### config.mk
export PLATFORM = sky130hd
export DESIGN_NAME = mbs_pingpong_buf
export DESIGN_NICKNAME = d
export VERILOG_FILES = /design/src/rtl/mbs_pkg.sv /design/src/rtl/mbs_bank_mem.sv /design/src/rtl/mbs_fill_ctrl.sv /design/src/rtl/mbs_prio_arb.sv /design/src/rtl/mbs_pingpong_buf.sv
export SDC_FILE = /design/constraint.sdc
export NUM_CORES = 2
export LEC_CHECK = 0
export ABC_AREA = 1
export BUFFER_PORTS_ARGS = -buffer_cell sky130_fd_sc_hd__buf_2
export CORE_MARGIN = 2
export CORE_UTILIZATION = 50
export DETAILED_ROUTE_END_ITERATION = 12
export PLACE_DENSITY = 0.67
export SKIP_LAST_GASP = 1
export SYNTH_ARGS = -nofsm -noshare
export SYNTH_HDL_FRONTEND = slang
export SYNTH_SLANG_ARGS = --single-unit
export TNS_END_PERCENT = 1
### constraint.sdc
create_clock -name clk -period 6 [get_ports clk]
set_input_delay 1.2 -clock clk [delete_from_list [all_inputs] [get_ports clk]]
set_output_delay 1.2 -clock clk [all_outputs]
set_load 0.03 [all_outputs]
### src/rtl/mbs_pkg.sv
package mbs_pkg;

    // number of reading engines, bit map fixed by priority
    localparam int NCONS = 5;

    typedef enum logic [1:0] {
        FC_REQ  = 2'd0,
        FC_LOAD = 2'd1,
        FC_HOLD = 2'd2
    } fill_st_e;

    typedef enum logic {
        ARB_IDLE = 1'b0,
        ARB_HOLD = 1'b1
    } arb_st_e;

endpackage

### src/rtl/mbs_bank_mem.sv
module mbs_bank_mem #(
    parameter int DW = 32,
    parameter int AW = 6
) (
    input  logic          clk,
    input  logic          we,
    input  logic          wbank,
    input  logic [AW-1:0] waddr,
    input  logic [DW-1:0] wdata,
    input  logic          re,
    input  logic          rbank,
    input  logic [AW-1:0] raddr,
    output logic [DW-1:0] rdata
);
    localparam int DEPTH = 2 * (1 << AW);

    logic [DW-1:0] mem [DEPTH];

    // write port, fill bank only
    always_ff @(posedge clk) begin
        if (we) begin
            mem[{wbank, waddr}] <= wdata;
        end
    end

    // registered read port, read bank only
    always_ff @(posedge clk) begin
        if (re) begin
            rdata <= mem[{rbank, raddr}];
        end
    end

endmodule

### src/rtl/mbs_fill_ctrl.sv
module mbs_fill_ctrl
    import mbs_pkg::*;
#(
    parameter int WORDS  = 64,
    parameter int AW     = 6,
    parameter int BUDGET = 94,
    parameter int NC     = 5
) (
    input  logic          clk,
    input  logic          rst_n,
    output logic          fetch_req,
    input  logic          fetch_gnt,
    input  logic          wr_valid,
    input  logic [NC-1:0] cons_done,
    input  logic          arb_busy,
    output logic          mem_we,
    output logic [AW-1:0] mem_waddr,
    output logic          rd_bank,
    output logic          str_valid
);
    localparam int CW = $clog2(BUDGET + 2);
    localparam logic [AW-1:0] LAST_W = AW'(WORDS - 1);
    localparam logic [CW-1:0] CMAX   = CW'(BUDGET + 1);

    fill_st_e        state, nstate;
    logic [AW-1:0]   wcnt;
    logic [NC-1:0]   done_mask;
    logic [NC-1:0]   done_seen;
    logic [CW-1:0]   load_cyc;
    logic            last_beat;
    logic            swap;

    assign done_seen = done_mask | cons_done;
    assign last_beat = (state == FC_LOAD) && wr_valid && (wcnt == LAST_W);

    // state register
    always_ff @(posedge clk) begin
        if (!rst_n) begin
            state <= FC_REQ;
        end else begin
            state <= nstate;
        end
    end

    // next state and outputs
    always_comb begin
        nstate    = state;
        fetch_req = 1'b0;
        mem_we    = 1'b0;
        swap      = 1'b0;
        unique case (state)
            FC_REQ: begin
                fetch_req = 1'b1;
                if (fetch_gnt) nstate = FC_LOAD;
            end
            FC_LOAD: begin
                mem_we = wr_valid;
                if (last_beat) nstate = FC_HOLD;
            end
            FC_HOLD: begin
                if (!arb_busy && (!str_valid || (&done_seen))) begin
                    swap   = 1'b1;
                    nstate = FC_REQ;
                end
            end
            default: nstate = FC_REQ;
        endcase
    end

    assign mem_waddr = wcnt;

    always_ff @(posedge clk) begin
        if (!rst_n) begin
            wcnt      <= '0;
            done_mask <= '0;
            rd_bank   <= 1'b0;
            str_valid <= 1'b0;
            load_cyc  <= '0;
        end else begin
            if (state == FC_REQ) begin
                wcnt     <= '0;
                load_cyc <= '0;
            end else if (state == FC_LOAD) begin
                if (wr_valid) wcnt <= wcnt + 1'b1;
                if (load_cyc != CMAX) load_cyc <= load_cyc + 1'b1;
            end
            if (swap || !str_valid) begin
                done_mask <= '0;
            end else begin
                done_mask <= done_seen;
            end
            if (swap) begin
                rd_bank   <= ~rd_bank;
                str_valid <= 1'b1;
            end
        end
    end

    // a raised fetch request is held until granted
    a_r2_req_held: assert property (@(posedge clk) disable iff (!rst_n)
        (fetch_req && !fetch_gnt) |=> fetch_req);

    // the last beat lands inside the cycle budget
    a_r4_fill_budget: assert property (@(posedge clk) disable iff (!rst_n)
        (state == FC_LOAD) |-> (load_cyc < CW'(BUDGET)));

    // no new fetch is requested while beats are being stored
    a_r6_no_req_in_write: assert property (@(posedge clk) disable iff (!rst_n)
        mem_we |-> !fetch_req);

    // the first bank flip restarts fetching at once
    a_r12_refetch: assert property (@(posedge clk) disable iff (!rst_n)
        $rose(str_valid) |-> fetch_req);

endmodule

### src/rtl/mbs_prio_arb.sv
module mbs_prio_arb
    import mbs_pkg::*;
#(
    parameter int NC = 5,
    parameter int AW = 6
) (
    input  logic             clk,
    input  logic             rst_n,
    input  logic             en,
    input  logic [NC-1:0]    req,
    input  logic [NC*AW-1:0] addr,
    output logic [NC-1:0]    gnt,
    output logic             busy,
    output logic             rd_en,
    output logic [AW-1:0]    rd_addr
);
    localparam int IW = (NC > 1) ? $clog2(NC) : 1;

    arb_st_e       state, nstate;
    logic [IW-1:0] owner, nowner;

    // highest index wins
    function automatic logic [IW-1:0] pick(input logic [NC-1:0] r);
        logic [IW-1:0] idx;
        idx = '0;
        for (int i = 0; i < NC; i++) begin
            if (r[i]) idx = IW'(i);
        end
        return idx;
    endfunction

    // state register
    always_ff @(posedge clk) begin
        if (!rst_n) begin
            state <= ARB_IDLE;
            owner <= '0;
        end else begin
            state <= nstate;
            owner <= nowner;
        end
    end

    // next state
    always_comb begin
        nstate = state;
        nowner = owner;
        unique case (state)
            ARB_IDLE: begin
                if (en && (|req)) begin
                    nstate = ARB_HOLD;
                    nowner = pick(req);
                end
            end
            ARB_HOLD: begin
                if (!req[owner]) begin
                    if (en && (|req)) begin
                        nowner = pick(req);
                    end else begin
                        nstate = ARB_IDLE;
                    end
                end
            end
            default: nstate = ARB_IDLE;
        endcase
    end

    // outputs
    always_comb begin
        busy    = (state == ARB_HOLD);
        gnt     = busy ? (NC'(1) << owner) : '0;
        rd_en   = busy && req[owner];
        rd_addr = addr[owner*AW +: AW];
    end

    // grant is one-hot or empty
    a_r9_onehot: assert property (@(posedge clk) disable iff (!rst_n)
        $onehot0(gnt));

    // an owner that keeps requesting keeps its grant
    a_r10_hold: assert property (@(posedge clk) disable iff (!rst_n)
        (|(gnt & req)) |=> (gnt == $past(gnt)));

endmodule

### src/rtl/mbs_pingpong_buf.sv
module mbs_pingpong_buf
    import mbs_pkg::*;
#(
    parameter int DW          = 32,
    parameter int WORDS       = 64,
    parameter int FILL_BUDGET = 94,
    localparam int AW         = $clog2(WORDS),
    localparam int NC         = NCONS
) (
    input  logic             clk,
    input  logic             rst_n,
    output logic             fetch_req,
    input  logic             fetch_gnt,
    input  logic             wr_valid,
    input  logic [DW-1:0]    wr_data,
    input  logic [NC-1:0]    cons_req,
    input  logic [NC*AW-1:0] cons_addr,
    input  logic [NC-1:0]    cons_done,
    output logic [NC-1:0]    cons_gnt,
    output logic [DW-1:0]    rd_data,
    output logic             rd_valid,
    output logic             str_valid
);
    logic          mem_we;
    logic [AW-1:0] mem_waddr;
    logic          rd_bank;
    logic          arb_busy;
    logic          rd_en;
    logic [AW-1:0] rd_addr;

    mbs_fill_ctrl #(
        .WORDS (WORDS),
        .AW    (AW),
        .BUDGET(FILL_BUDGET),
        .NC    (NC)
    ) u_fill (
        .clk      (clk),
        .rst_n    (rst_n),
        .fetch_req(fetch_req),
        .fetch_gnt(fetch_gnt),
        .wr_valid (wr_valid),
        .cons_done(cons_done),
        .arb_busy (arb_busy),
        .mem_we   (mem_we),
        .mem_waddr(mem_waddr),
        .rd_bank  (rd_bank),
        .str_valid(str_valid)
    );

    mbs_prio_arb #(
        .NC(NC),
        .AW(AW)
    ) u_arb (
        .clk    (clk),
        .rst_n  (rst_n),
        .en     (str_valid),
        .req    (cons_req),
        .addr   (cons_addr),
        .gnt    (cons_gnt),
        .busy   (arb_busy),
        .rd_en  (rd_en),
        .rd_addr(rd_addr)
    );

    mbs_bank_mem #(
        .DW(DW),
        .AW(AW)
    ) u_mem (
        .clk  (clk),
        .we   (mem_we),
        .wbank(~rd_bank),
        .waddr(mem_waddr),
        .wdata(wr_data),
        .re   (rd_en),
        .rbank(rd_bank),
        .raddr(rd_addr),
        .rdata(rd_data)
    );

    always_ff @(posedge clk) begin
        if (!rst_n) begin
            rd_valid <= 1'b0;
        end else begin
            rd_valid <= rd_en;
        end
    end

    // grants only once a structure is valid
    a_r8_gnt_needs_valid: assert property (@(posedge clk) disable iff (!rst_n)
        (|cons_gnt) |-> str_valid);

    // read data follows a grant by one cycle
    a_r11_rd_after_gnt: assert property (@(posedge clk) disable iff (!rst_n)
        rd_valid |-> $past(|cons_gnt));

endmodule

# After elaboration in Yosys (flattened, before gate mapping)
# Memories as Yosys holds them, arrays and structs flattened. A register that Yosys moved wholly into a read port is not among the register bits.
# Index checks and enable logic that the tools add are counted.
# Widths: inputs -> output; s select.
# totals
register_bits	20
latch_bits	0
ram_bits	4096
romBits	0
word_cells	64
mem_count	1
# op_classes
n_addsub	1
mul	1
div	0
magnitude_cmp	1
n_eq_ne	7
shifts	2
n_mux	23
bitwise_logic	4
reduce_logical	16
# mem_list
name	depth	word_bits	read_ports	rd_ports_with_merged_regs	wr	line	source
u_mem.mem	128	32	1	1	1	mbs_bank_mem.sv:17	logic [DW-1:0] mem [DEPTH];
# op_table
operator	count
$shiftx 30x7->6	1
$mux 3	5
$mux 1	10
$add 6x1->6 const B	1
$eq 6x6->1 const B	1
$mux 2	3
$pmux 2 s3	1
$pmux 3 s2	1
$logic_and 1x1->1	5
$mul 3x2->5 const B	1
$mux 5	1
$or 5x5->5	1
$reduce_and 5->1	1
$reduce_or 5->1	1
$shl 1x3->5 const A	1
$lt 3x4->1 const B	1
$ne 2x1->1 const B	2
$ne 2x2->1 const B	2
$reduce_or 2->1	2
$bmux 1 s3	1
$not 1->1	3
$reduce_and 3->1	1
$eq 2x1->1 const B	1
$eq 2x2->1 const B	1
other kinds (5)	7

# Logic depth before layout (Yosys ltp)
# depth
depth_word	8
ltp_mapped	20

# By module
# A second synthesis with hierarchy kept.
# hier_totals
cells_unflattened	13569
hier_area_um2	166149.4
# modules_own_cells
module	n_inst	cells_per_inst	area_each_um2	seq_area_each_um2
mbs_bank_mem	1	13389	164954.5	123958.9
mbs_fill_ctrl	1	78	613.1	300.3
mbs_prio_arb	1	98	550.5	80.1
mbs_pingpong_buf	1	4	31.3	20.0

# Worst setup path after synthesis
# OpenSTA, ideal clock, no wires.
# synth_path
kind	input-to-reg
start	input port wr_valid
end	memory u_mem.mem[127][0], enable pin
setup_ns	0.461
arrival_time_ns	4.022
t_required_ns	5.539
slack_ns	1.516
stages	6
path_cell_list	nand3_1 > nor2_1 > inv_1 > nor2_1 > inv_1 > nor3_1
# synth_via
elab_chain_len	3
# synth_rtl
element	line	source
start: declaration	mbs_pingpong_buf.sv:14	input logic wr_valid,
$mux 1	mbs_fill_ctrl.sv:51	unique case (state)
$mux 1	mbs_bank_mem.sv:21	if (we) begin
$mux 1 (implied by the code)	mbs_bank_mem.sv:22	mem[{wbank, waddr}] <= wdata;
end: declaration	mbs_bank_mem.sv:17	
# Every way passes these cells.

# Worst setup path after layout
# layout_path
start	register u_arb.owner[0]
end	register u_mem.rdata[9] (read register of u_mem.mem) (data pin)
# layout_via
elab_chain_len	3
# layout_rtl
element	line	source
start: declaration	mbs_prio_arb.sv:20	logic [IW-1:0] owner, nowner;
start signal: assignment	mbs_prio_arb.sv:39	owner <= nowner;
branches (longest 3 deep; another with $mul 3x2->5)	n/a	
end: declaration	mbs_bank_mem.sv:13	output logic [DW-1:0] rdata
# Several ways; the timed one is not identified. The select of a mux whose other input is x is not followed.
# A chain may end at the register's enable or synchronous reset.

==> flow_summary_export.csv <==
group,metric,value,unit
placed_design,portBuffers,115,
global_route,grt_pass1_wl,743000,um
sta,maxSlewViolCount,0,
sta,hold_violations,0,
die,dieArea,342000,um2
synth,synthAdderAreaFrac,0.00741,%
clock_network,cts_hold_buffers,0,
detailed_routing,vias,116000,
detailed_routing,wire_per_inst,27.8,um
power_and_ir_drop,vdd_drop_max,0.323,mV
synth,synthMuxAreaShare,0,%
setup_path,cp.required,6.79,ns
clock_network,cts.repair.resized,0,
setup_path,cpMaxStageDelayCell,"buf_4",
sta,whs,0.457,ns
detailed_routing,drt_wl_total,514000,um
detailed_routing,drtAntennaViolNets,0,
run_status,status,"finished clean",
synth,synth_seq_cells,4148,
clock_network,htreeDepth,5,
synth,synth_edf_count,4128,
hold_path,hold_class,"reg -> reg",
sta,setup_tns,0,ns
clock_network,clkSinkCount,4148,
sta,rsz0062_at_grt,"false",
die,floorplan.initialDensity,50.2,%
synth,async_reset_ff_share,0,%
global_route,grt_start_max_net_pins,154,
global_route,grt_overflow,0,
final_layout,layout.nets,13700,
power_and_ir_drop,power_leakage,64.5,nW
final_layout,final_cell_mix,"nand3_1, edfxtp_1, nand2_1",
final_layout,n_fill_cell,26800,
synth,syn_nets,13800,
placed_design,dpl_cell_area,175000,um2
synth,synth-compound-area-share,0.121,%
synth,syn_area_per_cell,12.3,um2
sta,clock.fmax,192,MHz
die,ios,116,
synth,synth_top_family_by_area,"simple AND/OR/NAND/NOR gates",
global_route,gr-usage-all-layers,29.4,%
clock_network,cts.path.max_buffers,4,
detailed_routing,dr.pass1.iters,8,
final_layout,layout_commonest_cell,"nand3_1",
synth,synth_ff_type,"edfxtp_1",
die,die_height,585,um
final_layout,drive_gt1_share,9.18,%
detailed_routing,dr_wl_met3,61500,um
synth,synth_cell_types,41,
setup_path,critPathMaxStageDelay,0.83,ns
setup_path,cp-end-kind,"flip-flop",
setup_path,worstSetupStartpointType,"flip-flop",
clock_network,path_clk_slew,0.06,ns
clock_network,cts_setup_buffers,0,
clock_network,insertion_delay,0.98,ns
final_layout,finalInstanceArea,189000,um2
setup_path,cp_max_fo,146,
placed_design,dp_hpwl,285000,um
sta,fin_crit_sh,86.7,%
final_layout,syn_to_final_growth,11.8,%
sta,setup_viol,0,
synth,synth-xor-area-share,0,%
placed_design,dp.cells,17700,
setup_path,cp_common_cell,"nand3_1",
clock_network,cts_root_buf,"clkbuf_16",
sta,final.min_clock_period,5.20,ns
die,die_width,585,um
die,core,336000,um2
synth,netlist_instances,13700,
final_layout,stdcell_count,18500,
synth,syn_area,169000,um2
clock_network,cts_buffers,416,
sta,tightest_slew,1.28,ns
setup_path,path_cells,"inv_2, nand2_4, nor2_8, nand2_8, buf_12, buf_4, nand3_1, nand3_1, nand3_1, nand3_1, nand3_1, nand3_1, nand3_1, nand2_1",
synth,synth_simple_gate_area_share,22.9,%
synth,yosys_warnings,0,
die,rows,213,
sta,skew,0.0662,ns
detailed_routing,via_per_inst,6.28,
detailed_routing,drc,0,
setup_path,crit_type,"reg -> reg",
global_route,grt_pass1_vias,109000,
run,cap_viol_max_count,0,
placed_design,gp_congestion,0.872,
detailed_routing,drt-met1-wl,194000,um
detailed_routing,drt_iter0_drc,16900,
final_layout,final_util,56.1,%
detailed_routing,wl_met2,233000,um
clock_network,cts_tree,"done",
setup_path,arrival,6.00,ns
global_route,grt_antenna_before_repair,28,
sta,slew_headroom,14.6,%
synth,ys_seq_area_share,73.7,%
detailed_routing,dr.max_layer_used,"met5",
power_and_ir_drop,power_density,326,nW/um2
==> cell families after synthesis <==
kind of cell,count (synthesis)
adder cells (fa/ha/maj),1
AO/OA/AOI/OAI,30
AND/OR/NAND/NOR,8425
flip-flops,4148
buffers and inverters,1116
==> path summary, 6_finish.rpt <==
check	startpoint	endpoint	slack, ns	cells past startpoint
hold / removal	u_fill.done_mask[3]$_SDFF_PP0_	u_fill.done_mask[3]$_SDFF_PP0_	0.46	2
setup / recovery	u_arb.owner[0]$_SDFFE_PN0P_	u_mem.rdata[9]$_DFFE_PP_	0.80	14
setup reg to reg	u_arb.owner[0]$_SDFFE_PN0P_	u_mem.rdata[9]$_DFFE_PP_	0.80	14
hold reg to reg	u_fill.done_mask[3]$_SDFF_PP0_	u_fill.done_mask[3]$_SDFF_PP0_	0.46	2
==> per-stage QoR <==
stage          total power (W)  setup WS (ns)
2_1_floorplan           0.0344           1.52
3_3_place_gp            0.0361          0.445
3_5_place_dp            0.0361          0.536
4_1_cts                 0.0614           1.10
5_1_grt                 0.0628          0.789
6_report                0.0614          0.799
==> power by group <==
part | internal [W] | leakage, nW | switching [W]
registers | 0.0319 | 37.3 | 0.00000367
logic | 0.000864 | 20.7 | 0.00286
clock network | 0.0149 | 6.54 | 0.0110
total | 0.0476 | 64.5 | 0.0138
==> registers in the layout (all words and copies together) (netlist names) <==
signal / count
u_mem.mem: 4096
u_arb.owner: 3
u_fill.state: 2
u_fill.mem_waddr: 6
u_fill.str_valid: 1
rd_valid: 1
u_mem.rdata: 32
u_arb.busy: 1
u_fill.done_mask: 5
u_fill.rd_bank: 1
==> worst max-delay path: cells and delay by family (launching register included) <==
kind,cells,cell delay [ns]
AND/OR/NAND/NOR,11,2.64
buffers and inverters,3,1.46
flip-flops,1,0.51
==> routing by layer <==
| layer | up-vias | track usage (%) |
|---|---|---|
| met2 | 7518 | 44.8 |
| met4 | 6 | 13.5 |
| li1 | 50200 | - |
| met5 | - | 0 |
| met1 | 57300 | 40.9 |
| met3 | 1033 | 6.16 |
==> cell type report <==
| class | count | area [um2] | area share, % |
|---|---|---|---|
| multi-input combinational | 8456 | 39900 | 21.2 |
| clock buffer | 500 | 10900 | 5.78 |
| inverter | 41 | 200 | 0.106 |
| tap | 4515 | 5650 | 2.99 |
| timing repair buffer | 542 | 5060 | 2.68 |
| antenna | 34 | 85.1 | 0.0451 |
| clock inverter | 243 | 2440 | 1.29 |
| sequential | 4148 | 124000 | 65.9 |
==> cell usage after synthesis (2+ instances only) <==
cell	instances	area, um2
buf_4	70	526
nor3_1	6	30.0
o2111ai_1	2	17.5
inv_1	31	116
nand2_2	5	31.3
nor2_1	176	661
inv_2	8	30.0
nand3_1	5547	27800
or2_1	2	12.5
edfxtp_1	4128	124000
clkbuf_1	159	597
dfxtp_1	20	400
buf_1	39	146
buf_2	794	3970
a211oi_1	2	15.0
a21oi_1	7	35.0
nand2_1	2679	10100
o21ai_0	10	50.1
buf_6	13	146
No activity file was read; power rests on OpenSTA's default activity.
